==> src/rtl/sqz_pkg.sv <==
package sqz_pkg;

    typedef enum logic [1:0] {
        ARB_IDLE = 2'd0,
        ARB_ADV  = 2'd1,
        ARB_RST  = 2'd2,
        ARB_WAIT = 2'd3
    } arb_state_e;

    typedef struct packed {
        arb_state_e st;
        logic       adv_prev;
        logic       rst_prev;
        logic       hold;
        logic       adv_fall;
        logic       adv_rise;
        logic       rst_fall;
        logic       rst_rise;
        logic       ack;
    } arb_regs_t;

endpackage

==> src/rtl/sqz_sync.sv <==
module sqz_sync #(
    parameter int                 WIDTH   = 1,
    parameter int                 STAGES  = 2,
    parameter logic [WIDTH-1:0]   RST_VAL = '0
) (
    input  logic             clk,
    input  logic             rst_n,
    input  logic [WIDTH-1:0] d,
    output logic [WIDTH-1:0] q
);
    logic [WIDTH-1:0] stage_q [STAGES];

    for (genvar g = 0; g < STAGES; g++) begin : g_stage
        logic [WIDTH-1:0] stage_d;
        if (g == 0) begin : g_first
            assign stage_d = d;
        end else begin : g_next
            assign stage_d = stage_q[g-1];
        end
        always_ff @(posedge clk or negedge rst_n) begin
            if (!rst_n) stage_q[g] <= RST_VAL;
            else        stage_q[g] <= stage_d;
        end
    end

    assign q = stage_q[STAGES-1];
endmodule

==> src/rtl/sqz_arbiter.sv <==
module sqz_arbiter
    import sqz_pkg::*;
(
    input  logic clk,
    input  logic rst_n,
    input  logic adv_s,
    input  logic rst_s,
    input  logic sel_s,
    output logic adv_fall,
    output logic adv_rise,
    output logic rst_fall,
    output logic rst_rise,
    output logic mode_ack,
    output logic hold_mode
);
    localparam arb_regs_t RESET_REGS = '{
        st: ARB_IDLE, adv_prev: 1'b1, rst_prev: 1'b1, hold: 1'b0,
        adv_fall: 1'b0, adv_rise: 1'b0, rst_fall: 1'b0, rst_rise: 1'b0,
        ack: 1'b0
    };

    arb_regs_t r_d, r_q;

    logic adv_dn, adv_up, rst_dn, rst_up, both_hi, blocked;

    always_comb begin
        adv_dn  = r_q.adv_prev & ~adv_s;
        adv_up  = ~r_q.adv_prev & adv_s;
        rst_dn  = r_q.rst_prev & ~rst_s;
        rst_up  = ~r_q.rst_prev & rst_s;
        both_hi = adv_s & rst_s;
        blocked = r_q.hold | sel_s;

        r_d          = r_q;
        r_d.adv_prev = adv_s;
        r_d.rst_prev = rst_s;
        r_d.adv_fall = 1'b0;
        r_d.adv_rise = 1'b0;
        r_d.rst_fall = 1'b0;
        r_d.rst_rise = 1'b0;
        r_d.ack      = 1'b0;

        unique case (r_q.st)
            ARB_IDLE: begin
                if (!blocked && rst_dn) begin
                    r_d.st       = ARB_RST;
                    r_d.rst_fall = 1'b1;
                end else if (!blocked && adv_dn) begin
                    r_d.st       = ARB_ADV;
                    r_d.adv_fall = 1'b1;
                end else if (adv_dn || rst_dn) begin
                    r_d.st = ARB_WAIT;
                end
            end
            ARB_ADV: begin
                if (adv_up) begin
                    r_d.adv_rise = 1'b1;
                    r_d.st       = rst_s ? ARB_IDLE : ARB_WAIT;
                end
            end
            ARB_RST: begin
                if (rst_up) begin
                    r_d.rst_rise = 1'b1;
                    r_d.st       = adv_s ? ARB_IDLE : ARB_WAIT;
                end
            end
            ARB_WAIT: begin
                if (both_hi) r_d.st = ARB_IDLE;
            end
            default: r_d.st = ARB_WAIT;
        endcase

        if (both_hi && (sel_s != r_q.hold)) begin
            r_d.hold = sel_s;
            r_d.ack  = 1'b1;
        end
    end

    always_ff @(posedge clk or negedge rst_n) begin
        if (!rst_n) r_q <= RESET_REGS;
        else        r_q <= r_d;
    end

    assign adv_fall  = r_q.adv_fall;
    assign adv_rise  = r_q.adv_rise;
    assign rst_fall  = r_q.rst_fall;
    assign rst_rise  = r_q.rst_rise;
    assign mode_ack  = r_q.ack;
    assign hold_mode = r_q.hold;
endmodule

==> src/rtl/pulse_strobe_qualifier.sv <==
module pulse_strobe_qualifier #(
    parameter int SYNC_STAGES = 2
) (
    input  logic clk,
    input  logic rst_n,
    input  logic adv_pin_n,
    input  logic restart_pin_n,
    input  logic hold_sel,
    output logic adv_fall,
    output logic adv_rise,
    output logic restart_fall,
    output logic restart_rise,
    output logic mode_ack,
    output logic hold_mode
);
    localparam int         NPINS    = 3;
    localparam logic [2:0] PIN_IDLE = 3'b110;

    logic [NPINS-1:0] pins_raw, pins_s;

    assign pins_raw = {adv_pin_n, restart_pin_n, hold_sel};

    sqz_sync #(
        .WIDTH  (NPINS),
        .STAGES (SYNC_STAGES),
        .RST_VAL(PIN_IDLE)
    ) sync_i (
        .clk  (clk),
        .rst_n(rst_n),
        .d    (pins_raw),
        .q    (pins_s)
    );

    sqz_arbiter arb_i (
        .clk      (clk),
        .rst_n    (rst_n),
        .adv_s    (pins_s[2]),
        .rst_s    (pins_s[1]),
        .sel_s    (pins_s[0]),
        .adv_fall (adv_fall),
        .adv_rise (adv_rise),
        .rst_fall (restart_fall),
        .rst_rise (restart_rise),
        .mode_ack (mode_ack),
        .hold_mode(hold_mode)
    );
endmodule

==> config.mk <==
export PLATFORM = sky130hd
export DESIGN_NAME = pulse_strobe_qualifier
export DESIGN_NICKNAME = d
export VERILOG_FILES = /design/src/rtl/sqz_pkg.sv /design/src/rtl/sqz_sync.sv /design/src/rtl/sqz_arbiter.sv /design/src/rtl/pulse_strobe_qualifier.sv
export SDC_FILE = /design/constraint.sdc
export NUM_CORES = 1
export LEC_CHECK = 0
export BUFFER_PORTS_ARGS = -buffer_cell sky130_fd_sc_hd__buf_4
export CAP_MARGIN = 20
export CORE_AREA = 2 2 39 41
export CTS_BUF_LIST = sky130_fd_sc_hd__clkbuf_8
export DETAILED_ROUTE_END_ITERATION = 16
export DIE_AREA = 0 0 41 43
export HOLD_SLACK_MARGIN = 0.03
export PLACE_DENSITY = 0.7
export SETUP_SLACK_MARGIN = 0.05
export SLEW_MARGIN = 20
export SYNTH_ARGS = -nofsm -noshare
export SYNTH_HDL_FRONTEND = slang
export SYNTH_HIERARCHICAL = 1
export SYNTH_SLANG_ARGS = --single-unit
==> constraint.sdc <==
create_clock -name clk -period 3.1 [get_ports clk]
set_input_delay 0 -clock clk [delete_from_list [all_inputs] [get_ports clk]]
set_output_delay 0 -clock clk [all_outputs]
set_load 0.01 [all_outputs]
# == Word-level counts from Yosys, hierarchy flattened ==
# Index checks and enable logic that the tools add are counted.
# W data, S select, Z words.
# word_totals
input_bits,5
reg_bits,16
output_inout_bits,6
wordCells,55
# classes
n_reduce_logical,7
muxes,19
bitwise_logic,10
n_eq_ne,8
# op_table
operator,n
$mux W2,8
$mux W1,10
$pmux W2 S4,1
$ne A2 B1 Y1 const B,3
$and A1 B1 Y1,5
$eq A2 B2 Y1 const B,2
$ne A4 B1 Y1 const B,1
$not A1 Y1,4
$reduce_and A4 Y1,1
$logic_and A1 B1 Y1,3
$eq A2 B1 Y1 const B,1
$logic_not A2 Y1,1
$logic_not A1 Y1,1
$logic_or A1 B1 Y1,1
$ne A1 B1 Y1,1
$or A1 B1 Y1,1

# == Longest topological paths before layout ==
# logic_depth
depth_word,7
ltp_mapped,5
depth_no_buf,5

# == Modules after synthesis ==
# Netlist, hierarchy kept.
# modules_own_cells
module,cells_each,area_per_inst_um2,n_inst
sqz_arbiter,43,490.5,1
sqz_sync,6,155.1,1

# == Worst setup path before layout ==
# No wires, ideal clock.
# synth_timing
path_type,register to register
from,"register sync_i.stage_q, in the netlist sync_i/q[1]"
to,register arb_i/r_q[9] (netlist name)
path_slack_ns,1.846
arrival_ns,1.128
n_path_buf,0
stages_incl_launch_ff,5
setup_ns,0.125
required_ns,2.975
synth_period_minus_slack_ns,1.254
cell_sequence,dfstp_2 -> nand2b_4 -> nand4b_2 -> a221oi_2 -> o2bb2ai_1
# synth_via
elab_chain_len,5
elab_cells_between_ends,14
cone_classes,3 x eq/ne; 4 x mux; 4 x bitwise; 3 x reduce/logical
# synth_rtl
item,line,rtl
from (decl),sqz_sync.sv:11,logic [WIDTH-1:0] stage_q [STAGES];
"from (signal, indexed assignment)",sqz_sync.sv:22,else stage_q[g] <= stage_d;
$not A1 Y1,sqz_arbiter.sv:29,rst_dn = r_q.rst_prev & ~rst_s;
$and A1 B1 Y1,sqz_arbiter.sv:29,
$logic_or A1 B1 Y1 or $logic_and A1 B1 Y1 (tied branches),"sqz_arbiter.sv:51, sqz_arbiter.sv:45",
$ne A4 B1 Y1 (no source line) or $mux W2 (tied branches),-,
$reduce_and A4 Y1 (no source line) or $pmux W2 S4 (tied branches),-,
to (signal assigned),sqz_arbiter.sv:81,else r_q <= r_d;
to (decl),sqz_arbiter.sv:22,"arb_regs_t r_d, r_q;"
# Parallel ways exist; a longest one is shown, timed or not. The select of a mux whose other input is x is not followed.
# A chain may end at the register's enable or synchronous reset.

# == Worst setup path after layout ==
# Ends and elaborated chain as after synthesis.

==> results.sh <==
export IMPL_drc=0
export IMPL_diodes=0
export IMPL_reg2reg_slack_ps=1770
export IMPL_critPathRequiredTime_ps=3240
export IMPL_r2r_end="arb_i/r_q[9]"
export IMPL_outcome="finished, final reports clean"
export IMPL_p_per_area_nw_per_um2=751
export IMPL_fin_crit_sh_pct=42.9
export IMPL_synth_fp_nets=55
export IMPL_cts_htree_levels=1
export IMPL_clock_sinks=16
export IMPL_p_switching_uw=187
export IMPL_synth_area_um2=646
export IMPL_dp_final_hpwl_um=680
export IMPL_final_core_util_pct=59.5
export IMPL_worst_slew_pin_slew_ps=352
export IMPL_port_buffers=10
export IMPL_finalSetupViolCount=0
export IMPL_seqPwrFrac_pct=46.4
export IMPL_die_area_um2=1760
export IMPL_peakVddDrop_uv=385
export IMPL_drv_cap=0
export IMPL_clkSlewWorstSetupHoldPaths_ps=70
export IMPL_drt_total_wl_um=974
export IMPL_critPathCaptureType="flip-flop"
export IMPL_p_int_uw=432
export IMPL_core_area_um2=1380
export IMPL_fin_setup_tns_ps=0
export IMPL_grt_pass1_vias=420
export IMPL_grt_pass1_wl_um=1690
export IMPL_wl_per_cell_um=12.0
export IMPL_hold_viol=0
export IMPL_clk_latency_ps=250
export IMPL_rsz0062_at_grt="no"
export IMPL_power_uw=619
export IMPL_skew_ps=6.55
export IMPL_synth_seq_area_share_pct=63.2
export IMPL_p_sw_share_pct=30.2
export IMPL_antenna_found_initial=0
export IMPL_place_gp_congestion=0.864
export IMPL_startpoint_type="flip-flop"
export IMPL_gr_total_overflow=0
export IMPL_ant_nets=0
export IMPL_first_pass_iters=2
export IMPL_areaGrowthSynthToFinish_pct=27.5
export IMPL_track_usage_pct=15.1
export IMPL_ys_types=24
export IMPL_row_count=14
export IMPL_fin_area_um2=823
export IMPL_drive_above_1_share_pct=44.6
export IMPL_crit_chain="nand2b_4 > nand4b_2 > a221oi_2 > o2bb2ai_1"
export IMPL_multiInputGateArea_um2=214
export IMPL_die_w_um=41
export IMPL_dpl_cell_area_um2=728
export IMPL_yosysWarningCount=6
export IMPL_fin_crit_ps=1330
export IMPL_cts_root_buf="clkbuf_8"
export IMPL_avgSynthCellArea_um2=13.2
export IMPL_slew_headroom_pct=76.6
export IMPL_nNetsFinal=72
export IMPL_finalMaxSlewViolations=0
export IMPL_max_freq_ghz=0.751
export IMPL_clockBufferDepth=2
export IMPL_grt_max_degree=17
export IMPL_timing_worst_setup_path_type="reg -> reg"
export IMPL_worst_path_max_fanout=7
export IMPL_syn_inst=49
export IMPL_slowest_delay_ps=580
export IMPL_start_util_pct=46.7
export IMPL_cts_buffers=3
export IMPL_reg2reg_depth=4
export IMPL_rr_startpoint="sync_i/q[1]"
export IMPL_detail_route_iter0_violations=1
export IMPL_pwr_share_comb_pct=23.8
export IMPL_regArea_um2=408
export IMPL_p_leak_nw=0.379
export IMPL_final_cell_mix="dfrtp_1 (10), buf_4 (10), nor2_1 (6), dfstp_2 (6)"
export IMPL_cts_tree="built"
export IMPL_die_h_um=43
export IMPL_crit_arrival_ps=1470
export IMPL_slowest_stage="dfstp_2"
export IMPL_vias=400
export IMPL_viasPerCell=4.94
export IMPL_hp_class="in -> async"
export IMPL_p_clk_share_pct=29.8
export IMPL_fillers=111
export IMPL_ios=11
export IMPL_synth_seq_cells=16
-- cells in the mapped netlist (all sizes together) --
| master | instances | share of area [%] |
|---|---|---|
| o21ai | 1 | 0.77 |
| nand2b | 2 | 3.1 |
| or2 | 1 | 0.97 |
| dfrtp | 10 | 39 |
| buf | 2 | 1.9 |
| ha | 1 | 1.9 |
| inv | 3 | 1.7 |
| a211oi | 1 | 1.9 |
| and3 | 1 | 1.2 |
| nor4b | 1 | 2.3 |
| nand4b | 1 | 2.3 |
| dfstp | 6 | 24 |
| o2bb2ai | 1 | 1.4 |
| nor2 | 6 | 3.5 |
| a21oi | 3 | 3.5 |
| a221oi | 1 | 2.3 |
| o32a | 1 | 1.6 |
| mux2i | 1 | 1.6 |
| nor3 | 3 | 3.1 |
| nand2 | 3 | 1.7 |
-- power by group through the flow --
stage	logic, mW	clock network (mW)	registers, mW
final	0.147	0.184	0.287
after global routing	0.166	0.196	0.295
after CTS	0.149	0.188	0.286
after detailed placement	0.146	0	0.290
after global placement	0.145	0	0.289
after floorplan	0.134	0	0.263
-- metal layers --
metal | up-vias | routed length [um] | track usage [%]
li1 | 201 | - | -
met2 | 9 | 460 | 20.9
met4 | 0 | 41 | 14.7
met5 | - | 0 | 0
met1 | 186 | 433 | 18.1
met3 | 4 | 39 | 3.14
-- metrics by stage --
| stage | instances | hold slack (ps) | setup WS [ps] |
|---|---|---|---|
| after CTS | 81 | 140 | 1760 |
| final | 81 | 135 | 1770 |
| after floorplan | 49 | -296 | 1850 |
| after global routing | 81 | 159 | 1700 |
| after detailed placement | 73 | -134 | 1760 |
| after global placement | 73 | -134 | 1770 |
-- critical path, delay by kind of cell, from the launching register on --
| family | cells | cell delay (ps) |
|---|---|---|
| compound gates | 2 | 350 |
| simple gates | 2 | 290 |
| flops | 1 | 580 |
-- worst max-delay path by stage --
stage | cells after the start | to | startpoint | slack (ps)
2_1_floorplan | 4 | arb_i/r_q[9] | sync_i/q[1] | 1850
3_3_place_gp | 4 | arb_i/r_q[9] | sync_i/q[1] | 1770
3_5_place_dp | 4 | arb_i/r_q[9] | sync_i/q[1] | 1760
4_1_cts | 4 | arb_i/r_q[9] | sync_i/q[1] | 1760
5_1_grt | 4 | arb_i/r_q[9] | sync_i/q[1] | 1700
6_report | 4 | arb_i/r_q[9] | sync_i/q[1] | 1770
-- sequential cells by signal, summed over array words and instances (netlist names) --
register / cells
arb_i/adv_fall: 1
arb_i/adv_rise: 1
arb_i/hold_mode: 1
arb_i/mode_ack: 1
arb_i/r_q: 4
arb_i/rst_fall: 1
arb_i/rst_rise: 1
sync_i/g_stage.stage_d: 3
sync_i/q: 3
-- timing repair --
| item | in CTS | in global routing |
|---|---|---|
| setup buffers | 0 | 0 |
| hold endpoints to repair | 19 | 0 |
| hold buffers | 4 | 0 |
| gates resized for setup | 0 | 0 |
-- cell type report --
type                            instances  area share (%)
Timing Repair Buffer                   14            14.0
Sequential cell                        16            49.5
Tap cell                               16            2.43
Clock buffer                            4            6.69
Inverter                                3            1.37
Multi-Input combinational cell         28            26.0
-- logic make-up after synthesis --
| group | share of synthesized area [%] |
|---|---|
| flip-flops | 63.2 |
| buffers and inverters | 3.68 |
| AO/OA/AOI/OAI | 11.4 |
| multiplexers | 1.55 |
| AND/OR/NAND/NOR | 18.2 |
| adder cells (fa/ha/maj) | 1.94 |
Note: power is estimated with default switching activity, not from simulation.
